--- src/rtl/natb_pkg.sv ---
package natb_pkg;

  localparam int NSA          = 5;  // Sa4..Sa8
  localparam int SA_FIRST_BIT = 3;  // zero-based bit number of Sa4 in timeslot 0

  typedef enum logic [1:0] {
    PATH_SER  = 2'd0,
    PATH_HDLC = 2'd1,
    PATH_OH   = 2'd2
  } path_e;

  // Two codes land on the serial path.
  function automatic path_e decode_src(input logic [1:0] code);
    case (code)
      2'b01:   decode_src = PATH_HDLC;
      2'b10:   decode_src = PATH_OH;
      default: decode_src = PATH_SER;
    endcase
  endfunction

endpackage

--- src/rtl/natb_pos_decode.sv ---
module natb_pos_decode
  import natb_pkg::*;
#(
  parameter int FW = 4,
  parameter int BW = 8
) (
  input  logic [FW-1:0]  frame_num,
  input  logic [BW-1:0]  bit_num,
  output logic [NSA-1:0] sa_onehot,
  output logic           sa_hit,
  output logic           mf_start
);

  // Odd frames carry the national bits; one comparator per Sa slot.
  for (genvar k = 0; k < NSA; k++) begin : g_slot
    assign sa_onehot[k] = frame_num[0] && (bit_num == BW'(SA_FIRST_BIT + k));
  end

  assign sa_hit   = |sa_onehot;
  assign mf_start = (frame_num == '0) && (bit_num == '0);

endmodule

--- src/rtl/natb_cfg_latch.sv ---
module natb_cfg_latch
  import natb_pkg::*;
(
  input  logic           clk,
  input  logic           rst,
  input  logic           bit_start,
  input  logic           mf_start,
  input  logic [1:0]     cfg_src,
  input  logic [NSA-1:0] cfg_mask,
  output path_e          act_path,
  output logic [NSA-1:0] act_mask
);

  always_ff @(posedge clk) begin
    if (rst) begin
      act_path <= PATH_SER;
      act_mask <= '0;
    end else if (bit_start && mf_start) begin
      act_path <= decode_src(cfg_src);
      act_mask <= cfg_mask;
    end
  end

endmodule

--- src/rtl/natb_oh_port.sv ---
module natb_oh_port #(
  parameter int NSA          = 5,
  parameter int CLKS_PER_BIT = 8
) (
  input  logic           clk,
  input  logic           rst,
  input  logic           start,
  input  logic [NSA-1:0] sel,
  input  logic           oh_data,
  output logic           oh_clk,
  output logic [NSA-1:0] cap
);

  localparam int HALF = (CLKS_PER_BIT / 2 < 1) ? 1 : CLKS_PER_BIT / 2;
  localparam int HCW  = $clog2(HALF + 1);

  logic [HCW-1:0] hcnt;
  logic [NSA-1:0] sel_q;

  // High for HALF cycles, capture on the falling edge.
  always_ff @(posedge clk) begin
    if (rst) begin
      oh_clk <= 1'b0;
      hcnt   <= '0;
      sel_q  <= '0;
      cap    <= '0;
    end else if (start) begin
      oh_clk <= 1'b1;
      hcnt   <= HCW'(HALF - 1);
      sel_q  <= sel;
    end else if (oh_clk) begin
      if (hcnt == '0) begin
        oh_clk <= 1'b0;
        cap    <= (cap & ~sel_q) | (sel_q & {NSA{oh_data}});
      end else begin
        hcnt <= hcnt - 1'b1;
      end
    end
  end

endmodule

--- src/rtl/e1_natbit_inserter.sv ---
module e1_natbit_inserter
  import natb_pkg::*;
#(
  parameter int FRAMES_PER_MF  = 16,
  parameter int BITS_PER_FRAME = 256,
  parameter int CLKS_PER_BIT   = 8
) (
  input  logic                              clk,
  input  logic                              rst,
  input  logic                              bit_start,
  input  logic [$clog2(FRAMES_PER_MF)-1:0]  frame_num,
  input  logic [$clog2(BITS_PER_FRAME)-1:0] bit_num,
  input  logic [1:0]                        cfg_src,
  input  logic [4:0]                        cfg_mask,
  input  logic                              ser_data,
  output logic                              oh_clk,
  input  logic                              oh_data,
  input  logic                              hdlc_valid,
  input  logic                              hdlc_data,
  output logic                              hdlc_ready,
  output logic                              ins_valid,
  output logic                              ins_bit
);

  localparam int FW = $clog2(FRAMES_PER_MF);
  localparam int BW = $clog2(BITS_PER_FRAME);

  logic [NSA-1:0] sa_onehot;
  logic           sa_hit;
  logic           mf_start;
  path_e          act_path;
  logic [NSA-1:0] act_mask;
  logic [NSA-1:0] cap;
  logic           sa_now;
  logic           sa_en;
  logic           oh_go;
  logic           nxt_bit;

  natb_pos_decode #(.FW(FW), .BW(BW)) u_pos (
    .frame_num (frame_num),
    .bit_num   (bit_num),
    .sa_onehot (sa_onehot),
    .sa_hit    (sa_hit),
    .mf_start  (mf_start)
  );

  natb_cfg_latch u_cfg (
    .clk       (clk),
    .rst       (rst),
    .bit_start (bit_start),
    .mf_start  (mf_start),
    .cfg_src   (cfg_src),
    .cfg_mask  (cfg_mask),
    .act_path  (act_path),
    .act_mask  (act_mask)
  );

  assign sa_now     = bit_start && sa_hit;
  assign sa_en      = |(act_mask & sa_onehot);
  assign oh_go      = sa_now && sa_en && (act_path == PATH_OH);
  assign hdlc_ready = sa_now && sa_en && (act_path == PATH_HDLC);

  natb_oh_port #(.NSA(NSA), .CLKS_PER_BIT(CLKS_PER_BIT)) u_oh (
    .clk     (clk),
    .rst     (rst),
    .start   (oh_go),
    .sel     (sa_onehot),
    .oh_data (oh_data),
    .oh_clk  (oh_clk),
    .cap     (cap)
  );

  always_comb begin
    case (act_path)
      PATH_HDLC: nxt_bit = (sa_en && hdlc_valid) ? hdlc_data : 1'b1;
      PATH_OH:   nxt_bit = sa_en ? |(cap & sa_onehot) : 1'b1;
      default:   nxt_bit = ser_data;
    endcase
  end

  always_ff @(posedge clk) begin
    if (rst) begin
      ins_valid <= 1'b0;
      ins_bit   <= 1'b1;
    end else begin
      ins_valid <= sa_now;
      ins_bit   <= sa_now ? nxt_bit : 1'b1;
    end
  end

endmodule

--- config.mk ---
export PLATFORM = sky130hd
export DESIGN_NAME = e1_natbit_inserter
export DESIGN_NICKNAME = d
export VERILOG_FILES = /design/src/rtl/natb_pkg.sv /design/src/rtl/natb_pos_decode.sv /design/src/rtl/natb_cfg_latch.sv /design/src/rtl/natb_oh_port.sv /design/src/rtl/e1_natbit_inserter.sv
export SDC_FILE = /design/constraint.sdc
export NUM_CORES = 1
export LEC_CHECK = 0
export CORE_ASPECT_RATIO = 1.75
export CORE_UTILIZATION = 46
export DETAILED_ROUTE_END_ITERATION = 7
export GPL_ROUTABILITY_DRIVEN = 0
export GPL_TIMING_DRIVEN = 0
export HOLD_SLACK_MARGIN = 0.03
export PLACE_DENSITY = 0.77
export SYNTH_ARGS = -nofsm -noshare
export SYNTH_HDL_FRONTEND = slang
export SYNTH_SLANG_ARGS = --single-unit
--- constraint.sdc ---
create_clock -name clk -period 4.66 [get_ports clk]
set_input_delay 0.466 -clock clk [delete_from_list [all_inputs] [get_ports clk]]
set_output_delay 0.466 -clock clk [all_outputs]
set_load 0.01 [all_outputs]
# [After elaboration in Yosys (flattened, before gate mapping)]
# Cells that the tools add are included.
[op_classes] muxes=10 eq_ne=10 n_reduce_logical=24 add_sub_neg=1 bitwise=9
[op_table] operator="equality test 8 x 3 -> 1 bit (second input constant)" count=4
[op_table] operator="AND 5 bit" count=4
[op_table] operator="OR reduction 5 bit" count=3
[op_table] operator="logical AND 1 bit" count=12
[op_table] operator="equality test 8 x 2 -> 1 bit (second input constant)" count=1
[op_table] operator="logical NOT 8 bit" count=1
[op_table] operator="2-to-1 mux 2 bit" count=3
[op_table] operator="2-to-1 mux 1 bit" count=5
[op_table] operator="NOT 5 bit" count=1
[op_table] operator="OR 5 bit" count=1
[op_table] operator="equality test 2 x 1 -> 1 bit (second input constant)" count=2
[op_table] operator="equality test 2 bit (second input constant)" count=2
[op_table] operator="logical NOT 4 bit" count=1
[op_table] operator="one-hot mux 2 bit (2 select lines)" count=1
[op_table] operator="AND reduction 2 bit" count=2
[op_table] operator="OR reduction 2 bit" count=2
[op_table] operator="logical NOT 3 bit" count=1
[op_table] operator="NOT 1 bit" count=3
[op_table] operator="AND reduction 3 bit" count=1
[op_table] operator="subtractor 3 x 1 -> 3 bit (second input constant)" count=1
[op_table] operator="inequality test 2 bit (second input constant)" count=1
[op_table] operator="one-hot mux 1 bit (2 select lines)" count=1
[op_table] operator="nonzero test 2 bit" count=1
[word_totals] elab_cells=63 input_bits=26 reg_bits=23 output_inout_bits=4

# [Depth between registers and ports, before layout]
# Gate-level depths: netlist of run 1.
[logic_depth] depth_word=8 ltp_mapped=7

# [Hierarchy]
# A second synthesis of run 1 with hierarchy kept.
[hier_totals] cells_unflattened=130 area_unflattened_um2=1241.2
[modules_own_cells] mod="natb_oh_port" seq_area_each_um2=280.3 n_inst=1 cells_per_inst=60 area_each_um2=606.8
[modules_own_cells] mod="natb_cfg_latch" seq_area_each_um2=140.1 n_inst=1 cells_per_inst=30 area_each_um2=310.3
[modules_own_cells] mod="e1_natbit_inserter" seq_area_each_um2=40.0 n_inst=1 cells_per_inst=23 area_each_um2=182.7
[modules_own_cells] mod="natb_pos_decode" seq_area_each_um2=0.0 n_inst=1 cells_per_inst=17 area_each_um2=141.4

# [Least setup slack after synthesis of run 1]
# No wires, ideal clock.
[synth_timing] kind="input-to-reg" startpoint="input port bit_num[2]" endpoint="register u_cfg.act_path[1]" n_path_buf=1 setup_slack_ns=2.614 cell_stages=6 t_arrival_ns=1.979 path_cell_list="buf_6 or4_4 nor3_4 nand4_4 or3b_1 a21oi_2"
[synth_via] elab_chain_cells=3
[synth_lines] item="start, declared" line_no="e1_natbit_inserter.sv:12" text="input logic [$clog2(BITS_PER_FRAME)-1:0] bit_num,"
[synth_lines] item="logical NOT 8 bit" line_no="natb_pos_decode.sv:20" text="assign mf_start = (frame_num == '0) && (bit_num == '0);"
[synth_lines] item="logical AND 1 bit" line_no="natb_pos_decode.sv:20"
[synth_lines] item="logical AND 1 bit" line_no="natb_cfg_latch.sv:18" text="end else if (bit_start && mf_start) begin"
[synth_lines] item="end signal, assigned" line_no="natb_cfg_latch.sv:19" text="act_path <= decode_src(cfg_src);"
[synth_lines] item="end, declared" line_no="natb_cfg_latch.sv:10" text="output path_e act_path,"
# Every way passes these cells.
# A chain may end at the register's enable or synchronous reset.

# [Worst setup path after layout of run 1]
[layout_timing] startpoint="input port bit_num[1]" endpoint="output port hdlc_ready"
[layout_via] elab_chain_cells=6 elab_cells_between_ends=16 classes_between="eq/ne: 5; bitwise: 1; reduce/logical: 10"
[layout_lines] item="equality test 8 x 2 -> 1 bit / equality test 8 x 3 -> 1 bit (equally long branches)" line_no="natb_pos_decode.sv:16" text="assign sa_onehot[k] = frame_num[0] && (bit_num == BW'(SA_FIRST_BIT + k));"
[layout_lines] item="logical AND 1 bit" line_no="natb_pos_decode.sv:16"
[layout_lines] item="AND 5 bit / OR reduction 5 bit (equally long branches)" line_no="e1_natbit_inserter.sv:59, natb_pos_decode.sv:19"
[layout_lines] item="OR reduction 5 bit / logical AND 1 bit (equally long branches)" line_no="e1_natbit_inserter.sv:59, e1_natbit_inserter.sv:58"
[layout_lines] item="logical AND 1 bit * (2 in a row)" line_no="e1_natbit_inserter.sv:61" text="assign hdlc_ready = sa_now && sa_en && (act_path == PATH_HDLC);"
[layout_lines] item="end, declared" line_no="e1_natbit_inserter.sv:20" text="output logic hdlc_ready,"
# Every way passes the cells marked *; elsewhere a longest branch is shown, timed or not.

==> results of run 1 <==
[area by class of cell]
type / count / area (um2) / area share, %
clock inverter: 1 / 5.00 / 0.309
clock buffer: 3 / 41.3 / 2.55
multi-input combinational: 101 / 751 / 46.4
buffer: 6 / 33.8 / 2.09
timing repair buffer: 28 / 280 / 17.3
sequential: 23 / 460 / 28.4
tap: 26 / 32.5 / 2.01
inverter: 4 / 15.0 / 0.927
[where the power goes]
group / internal (mW) / leakage [nW] / switching (mW)
clock network: 0.0598 / 0.0255 / 0.0667
logic: 0.0250 / 0.434 / 0.0166
registers: 0.196 / 0.185 / 0.0000114
total: 0.281 / 0.645 / 0.0833
[metal layers]
layer | up-vias | routed length, um | global-route usage, %
met5 | - | 0 | 0
met4 | 0 | 42 | 6.45
met3 | 5 | 39 | 2.27
met2 | 16 | 1690 | 43.8
met1 | 515 | 1010 | 20.4
li1 | 548 | - | -
[worst max path at each step]
stage	depth (start not counted)	slack (ps)	start	endpoint
after global routing	7	1550	bit_num[0]	hdlc_ready
final	7	1730	bit_num[1]	hdlc_ready
after floorplan	6	2610	bit_num[2]	u_cfg.act_path[1]$_SDFFE_PP0P_
after CTS	6	1750	bit_num[0]	hdlc_ready
after detailed placement	7	1780	bit_num[0]	hdlc_ready
after global placement	7	1760	bit_num[1]	hdlc_ready
[logic make-up after synthesis]
kind of cell	Yosys count	share of synthesized area (%)
and+or+nand+nor	62	32.3
DFF	23	36.5
muxes	17	13.6
AOI/OAI and AO/OA	16	8.34
buffers and inverters	10	3.87
adders and majority gates	4	3.97
xor gates and xnor gates	2	1.39
[layout by cell type (no fill, tap or decap), types with 2 or more instances in the layout]
cell,count
nor4b_1,2
buf_2,3
mux2i_1,16
nor3_1,2
nor2_1,16
clkbuf_8,3
nand2_1,4
inv_1,4
nor3b_1,4
ha_1,4
clkbuf_1,2
nand3b_1,5
nor2b_1,4
nand3_1,2
nand2b_1,9
clkdlybuf4s50_1,28
nand4_1,5
or3b_1,2
a21oi_1,8
dfxtp_1,23
[per-stage QoR]
stage / worst slack, ps / cells / total power, mW / area [um2] / hold slack [ps]
4_1_cts: 1750 / 192 / 0.365 / 1620 / 486
6_report: 1730 / 192 / 0.364 / 1620 / 483
5_1_grt: 1550 / 192 / 0.374 / 1620 / 515
3_3_place_gp: 1760 / 188 / 0.242 / 1570 / 461
2_1_floorplan: 2610 / 134 / 0.215 / 1260 / 449
3_5_place_dp: 1780 / 188 / 0.243 / 1570 / 473
[worst register-to-register path: stages, from the launching register on]
cell,delay [ps]
dfxtp_1,320
mux2i_1,150
o22ai_1,160
o2111ai_1,400
buf_2,310
nand4_1,150
mux2i_1,150
==> metrics.md, run 1 <==
| Metric | Value |
|---|---|
| Io pins | `30` |
| Initial DRC Count | `25` |
| Post-synth EDFFs | `0` |
| Core Area | `0.00255 mm2` |
| Seq/Total Area, Yosys | `36.5%` |
| Hold_buf cts | `0` |
| Worst Tran Pin Value | `464 ps` |
| Post-route ant nets | `0` |
| Endpoints failing hold | `0` |
| Vias in the first global route | `1155` |
| Synth Warn # | `0` |
| Gr usage total | `21.1%` |
| Post-layout util | `63.4%` |
| Crit path top cell by count | `clkdlybuf4s50_1` |
| Crit-path leading delay family | `buffers and inverters` |
| CTS tree | `yes` |
| Die W | `41.6 um` |
| R2r startpoint | `u_cfg.act_mask[4]$_SDFFE_PP0P_` |
| Top cell type by total area after synthesis | `dfxtp_1` |
| Drt wl/cell | `14.5 um` |
| Synth Register Bits | `23` |
| Final HPWL from detailed placement | `2280 um` |
| CP arrival | `2470 ps` |
| DRC viols | `0` |
| Global route overflow | `0` |
| Drt pass-1 iters | `4` |
| Worst ir drop on vdd | `0.192 mV` |
| Nets | `197` |
| Initial core utilization | `49.4%` |
| First-pass GRT wire length | `4940 um` |
| FP Rows | `24` |
| CTS buffer count | `3` |
| Slew headroom | `69.1%` |
| Tmin final | `2930 ps` |
| Synthesized area | `0.00126 mm2` |
| H-tree depth | `1` |
| CTS Sinks | `23` |
| CP Cell Sequence | `clkdlybuf4s50_1, buf_2, mux2i_1, o22ai_1, nor2_1, nor3b_1, clkdlybuf4s50_1` |
| Area contributors post-synth | `dfxtp_1, mux2i_1, nor2_1` |
| Bufs on Longest Clock Path | `2` |
| LEAKAGE | `0.645 nW` |
| Area of the die | `0.00296 mm2` |
| Vias | `1084` |
| Hold depth | `2` |
| Outcome | `completed` |
| Post-CTS Setup Inserts | `0` |
| FF-to-FF path depth | `6` |
| Crit Path Max Fanout | `10` |
| Distinct cells, synth | `37` |
| DR vias/cell | `5.65` |
| Clock transition at the registers of the reported paths | `80 ps` |
| Largest net degree at the start of global routing | `14` |
| Cts repair resizes | `0` |
| Slowest cell on crit path | `clkdlybuf4s50_1` |
| Reg-to-reg setup timing slack | `2920 ps` |
| Cells after Synth | `134` |
| Most common cell in the netlist | `dfxtp_1` |
| Critical hold path startpoint | `u_cfg.act_path[1]$_SDFFE_PP0P_` |
| Worst-Skew Late Latency | `270 ps` |
| Fraction of layout instances using a drive strength above 1 | `8.43%` |
| Slowest cell delay on critical path | `570 ps` |
| Max Clk Rate | `341 MHz` |
| Post-synth top area share | `36.5%` |
| CP Launch Type | `input port` |
| Setup_tns | `0 ps` |
| Clock Skew | `5.46 ps` |
| PD cells | `225 mW/mm2` |
| Worst path buffer plus inverter count | `3` |
| Post-synth top cells | `dfxtp_1, mux2i_1, nor2_1` |
| Syn_area_per_cell | `9.40 um2` |
| Synth Flop Type | `dfxtp_1` |
| # setup viols final | `0` |
| Ys async rst share | `0%` |
| Ant. Diodes | `0` |
| Port Buffers | `28` |
| Worst Path Required | `4190 ps` |
| Hold path endpoint | `u_cfg.act_path[1]$_SDFFE_PP0P_` |
| Pins Over Slew Limit | `0` |
| Worst setup EP type | `output pin` |
| Filler Cell Count | `247` |
| Initial antenna violation count | `0` |
| Area grow syn2layout | `28.5%` |
| Worst min-delay path category | `flop to flop` |
| Root buffer cell | `clkbuf_8` |
| Worst Setup Path Type | `input port to output pin` |
| Unrepaired setup endpoints after global routing | `false` |
| Max Cap Viol | `0` |
| Tcrit/Tclk final | `62.9%` |
| Mapped Nets | `164` |
| Die Y | `71.2 um` |
| WL final | `2790 um` |
Note: power is estimated with default switching activity, not from simulation.
==> inputs of run 2 (changes only) <==
CORE_UTILIZATION = 44   (was 46)
clock period = 2.5 ns   (was 4.66 ns; I/O delays follow)
==> run 2 against run 1 <==
  * Cell count rose by 1.6%
  * Global-route usage decreased by 1.1 points
  * Sequential cell count unchanged
  * Sequential share of layout area down 0.58 points
  * Count of clock-buffer cells in the layout stayed put
  * Via count is 2.4% higher
  * Non-clock buffer count rose by 2
  * Utilization decreased by 2.7 points
==> metrics.md, run 2 (synthesized netlist as in run 1, its figures left out) <==
| Metric | Value |
|---|---|
| Outcome | `completed` |
| First-pass GRT wire length | `4850 um` |
| Max Cap Viol | `0` |
| Unrepaired setup endpoints after global routing | `false` |
| Initial DRC Count | `25` |
| PD cells | `410 mW/mm2` |
| Core Area | `0.00272 mm2` |
| Slowest cell on crit path | `clkdlybuf4s50_1` |
| Worst setup EP type | `flop` |
| CP Cell Sequence | `clkdlybuf4s50_1, clkbuf_4, mux2i_1, o22ai_2, o2111ai_1, buf_2, nand4_1, mux2i_1` |
| Vias | `1110` |
| Fraction of layout instances using a drive strength above 1 | `10.7%` |
| Crit path top cell by count | `mux2i_1` |
| Die Y | `72.8 um` |
| Slew headroom | `67.8%` |
| Final HPWL from detailed placement | `2220 um` |
| Worst Setup Path Type | `input port to flop` |
| Pins Over Slew Limit | `0` |
| Clock Skew | `11.7 ps` |
| Worst Tran Pin Value | `483 ps` |
| Clock transition at the registers of the reported paths | `90 ps` |
| Tmin final | `2190 ps` |
| Io pins | `30` |
| Root buffer cell | `clkbuf_8` |
| Worst path buffer plus inverter count | `3` |
| Hold_buf cts | `0` |
| Most frequent cells in the layout | `clkdlybuf4s50_1, dfxtp_1, mux2i_1, nor2_1, nand2b_1` |
| Worst Path Required | `2660 ps` |
| CP Launch Type | `input port` |
| Area grow syn2layout | `31.2%` |
| CP arrival | `2350 ps` |
| Initial core utilization | `46.3%` |
| Worst ir drop on vdd | `0.439 mV` |
| CTS buffer count | `3` |
| Global route overflow | `0` |
| Slowest cell delay on critical path | `490 ps` |
| Hold_ws | `352 ps` |
| Ant. Diodes | `0` |
| CTS Sinks | `23` |
| FP Rows | `25` |
| Crit Path Max Fanout | `10` |
| Tcrit/Tclk final | `87.7%` |
| Filler Cell Count | `234` |
| Nets | `199` |
| Area of the die | `0.00309 mm2` |
| Largest net degree at the start of global routing | `14` |
| Worst-Skew Late Latency | `270 ps` |
| DRC viols | `0` |
| Max Clk Rate | `456 MHz` |
| Gr usage total | `20.0%` |
| Drt wl/cell | `14.5 um` |
| Worst min-delay path category | `input port to flop` |
| WL final | `2840 um` |
| H-tree depth | `1` |
| Vias in the first global route | `1131` |
| Initial antenna violation count | `0` |
| Setup_tns | `0 ps` |
| Post-route ant nets | `0` |
| Commonest non-fill, non-tap cell in the layout | `clkdlybuf4s50_1` |
| Crit-path leading delay family | `buffers and inverters` |
| CTS tree | `yes` |
| Drt pass-1 iters | `4` |
| Die W | `42.5 um` |
| DR vias/cell | `5.69` |
| Endpoints failing hold | `0` |
| Port Buffers | `28` |
| # setup viols final | `0` |
| LEAKAGE | `0.673 nW` |
| Bufs on Longest Clock Path | `2` |
-- run 2: changes by cell type in the layout (fill, tap and decap cells not counted), sizes merged --
cell,change
dlymetal6s2s,+1
clkbuf,+2
clkdlybuf4s50,-1
-- run 2: final timing paths --
| check | endpoint | from | cells after the start | slack (ps) |
|---|---|---|---|---|
| worst max register to register | flop | u_cfg.act_mask[4]$_SDFFE_PP0P_ | 6 | 760 |
| worst max-delay path | flop | bit_num[1] | 8 | 310 |
| worst min register to register | flop | flop | 2 | 490 |
| worst min-delay path | u_oh.sel_q[0]$_SDFFE_PP0P_ | bit_num[2] | 4 | 350 |
-- run 2: stage by stage --
step | total power [mW] | utilization (%) | cell area [um2] | instances | setup WS [ps]
after floorplan | 0.401 | - | 1260 | 134 | 670
after global placement | 0.451 | 57.8 | 1570 | 189 | 22.0
after detailed placement | 0.452 | 57.8 | 1570 | 189 | 45.7
after CTS | 0.678 | 59.5 | 1620 | 193 | 18.2
after global routing | 0.699 | 60.7 | 1650 | 195 | 105
final | 0.677 | 60.7 | 1650 | 195 | 307
-- run 2: final cells by class --
| class | instances | area (um2) | share of cell area [%] |
|---|---|---|---|
| multi-input cells | 101 | 761 | 46.0 |
| flip-flops and latches | 23 | 460 | 27.9 |
| clock buffers | 3 | 41.3 | 2.50 |
| plain buffers | 6 | 38.8 | 2.35 |
| inverters | 4 | 15.0 | 0.908 |
| repair buffers | 30 | 298 | 18.0 |
| clock inverters | 1 | 5.00 | 0.303 |
| well taps | 27 | 33.8 | 2.04 |
-- run 2: worst reg2reg max path: stages, from the launching register on --
cell and delay, ps:
dfxtp_1 320, mux2i_1 170, o22ai_2 140, o2111ai_1 390
buf_2 320, nand4_1 160, mux2i_1 150
-- run 2: where the power goes --
part	total (mW)	leakage [nW]	internal (mW)	switching [mW]
Sequential	0.366	0.185	0.366	0.0000218
Clock	0.232	0.0255	0.111	0.120
Combinational	0.0796	0.463	0.0475	0.0321
-- run 2: what timing repair did --
item | CTS | global route
gates resized for setup | 0 | 5
setup endpoints to repair | 0 | 1
buffers inserted | 0 | 2
hold endpoints to repair | 0 | 0
-- run 2: metal layers --
metal  share of wire, %  track usage, %  up-vias
met5                  0               0        -
met4                2.4            6.94        0
met3                3.0            2.48        8
met2                 59            39.5       37
met1                 35            20.8      516
li1                   -               -      549
==> inputs of run 3 (changes only) <==
--- a/config.mk
+++ b/config.mk
@@ -7,4 +7,5 @@
 export LEC_CHECK = 0
 export CORE_ASPECT_RATIO = 1.75
+export CORE_MARGIN = 3
 export CORE_UTILIZATION = 44
 export DETAILED_ROUTE_END_ITERATION = 7
==> constraint.sdc (replaced) <==
create_clock -name clk -period 2.5 [get_ports clk]
set_input_delay 0.625 -clock clk [delete_from_list [all_inputs] [get_ports clk]]
set_output_delay 0.625 -clock clk [all_outputs]
set_load 0.01 [all_outputs]
==> run 3 against run 2 <==
  * Sequential power hardly changed
  * Combinational power grew 3.0%
  * Count of clock-buffer cells in the layout did not move
  * Via count grew 1.8%
  * Clock skew is 6.8 ps lower
  * Die area rose by 15%
  * Largest power group unchanged
==> metrics.md, run 3 (synthesized netlist as in run 1, its figures left out) <==
| Metric | Value |
|---|---|
| Die W | `46.5 um` |
| Tmin final | `2400 ps` |
| Worst Tran Pin Value | `454 ps` |
| CP Cell Sequence | `clkdlybuf4s50_1, nor4_4, nand4b_1, nor3b_2, buf_2` |
| CTS tree | `yes` |
| Gr usage total | `19.2%` |
| Reg power frac | `54.2%` |
| CP arrival | `1770 ps` |
| Post-route cell area | `0.00168 mm2` |
| Die Y | `76.8 um` |
| Area of the die | `0.00357 mm2` |
| Outcome | `completed` |
| Slowest cell delay on critical path | `440 ps` |
| DRC viols | `0` |
| Endpoints failing hold | `0` |
| DR vias/cell | `5.71` |
| Largest net degree at the start of global routing | `14` |
| Pins Over Slew Limit | `0` |
| Drt wl/cell | `15.0 um` |
| Internal power | `525 uW` |
| # setup viols final | `0` |
| Gate power share | `12.1%` |
| Worst-Skew Late Latency | `260 ps` |
| Clock Skew | `4.88 ps` |
| Sw Share | `22.1%` |
| Port Buffers | `28` |
| Clk pwr share | `33.6%` |
| Global route overflow | `0` |
| CP Launch Type | `input port` |
| Initial antenna violation count | `0` |
| FP Rows | `25` |
| Most frequent cells in the layout | `dfxtp_1, clkdlybuf4s50_1, mux2i_1, nor2_1, nand2b_1` |
| Clock transition at the registers of the reported paths | `80 ps` |
| Crit Path Max Fanout | `2` |
| Fraction of layout instances using a drive strength above 1 | `14.0%` |
| Initial core utilization | `46.3%` |
| Drt pass-1 iters | `4` |
| Area grow syn2layout | `33.6%` |
| Worst ir drop on vdd | `0.394 mV` |
| Worst min-delay path category | `flop to flop` |
| CTS Sinks | `23` |
| CTS buffer count | `3` |
| WL final | `2970 um` |
| Io pins | `30` |
| Bufs on Longest Clock Path | `2` |
| FF-to-FF path depth | `7` |
| R2r startpoint | `u_cfg.act_mask[4]$_SDFFE_PP0P_` |
| NetSw | `149 uW` |
| Slew headroom | `69.8%` |
| Worst setup path start | `bit_num[5]` |
| Max Clk Rate | `417 MHz` |
| LEAKAGE | `0.698 nW` |
| Vias | `1130` |
| Total power | `675 uW` |
| Dpl cell area | `0.00157 mm2` |
| Placed cells | `189` |
| DP Worst Slack | `-719 ps` |
| Layout Cells excl Fill | `198` |
| Slowest cell on crit path | `clkdlybuf4s50_1` |
| Core Area | `0.00272 mm2` |
| Worst Path Required | `1880 ps` |
| Initial DRC Count | `23` |
| Commonest non-fill, non-tap cell in the layout | `dfxtp_1` |
| First-pass GRT wire length | `5060 um` |
| Post-route ant nets | `0` |
| Nets | `202` |
| Root buffer cell | `clkbuf_8` |
| Hold depth | `2` |
| Worst setup EP type | `output pin` |
| Final HPWL from detailed placement | `2300 um` |
| Final setup margin | `101 ps` |
| Max Cap Viol | `0` |
| Tcrit/Tclk final | `96.0%` |
| Ant. Diodes | `0` |
| H-tree depth | `1` |
| Vias in the first global route | `1173` |
| Worst Setup Path Type | `input port to output pin` |
| PD cells | `401 mW/mm2` |
==> run 3: repair_timing <==
item / CTS / global route
endpoints found under the hold margin: 0 / 0
setup endpoints to repair: 9 / 1
pin swaps: 4 / 1
gates cloned: 0 / 0
gates resized for setup: 17 / 3
hold buffers: 0 / 0
buffers inserted: 5 / 0
==> run 3: routing by layer <==
| metal | up-vias | part of all wire [%] | track usage [%] | routed length (um) |
|---|---|---|---|---|
| li1 | 556 | - | - | - |
| met1 | 532 | 34 | 18.4 | 998 |
| met2 | 33 | 60 | 35.6 | 1790 |
| met3 | 9 | 3.3 | 3.52 | 97 |
| met4 | 0 | 2.9 | 9.12 | 86 |
| met5 | - | 0 | 0 | 0 |
==> run 3: path summary, 6_finish.rpt <==
kind / to / slack (ps)
min: flop / 480
min reg2reg: flop / 480
max reg2reg: u_oh.sel_q[1]$_SDFFE_PP0P_ / 670
max: hdlc_ready / 100
==> run 3: layout make-up <==
cell class,count,area [um2]
inverters,4,15.0
clock buffers,3,41.3
well taps,27,33.8
multi-input cells,101,773
clock inverters,1,5.00
plain buffers,6,46.3
fillers,247,1040
flip-flops and latches,23,460
repair buffers,33,308
==> run 3: critical path, delay by kind of cell <==
family,cells,cell delay [ps]
buffers and inverters,2,580
and+or+nand+nor,3,570
==> run 3: power by group through the flow <==
stage	sequential [mW]	clock, mW	combinational (mW)
after floorplan	0.375	0	0.0266
after global placement	0.375	0	0.0760
after detailed placement	0.375	0	0.0778
after CTS	0.366	0.234	0.0808
after global routing	0.366	0.253	0.0881
final	0.366	0.227	0.0820
==> run 3: metrics by stage <==
stage                     setup TNS (ps)  util (%)  hold WS (ps)
final                                  0      61.8           477
after global routing               -2.56      61.8           519
after CTS                              0      61.4           485
after detailed placement           -4650      57.8           472
after global placement             -3630      57.8           461
after floorplan                        0         -           449
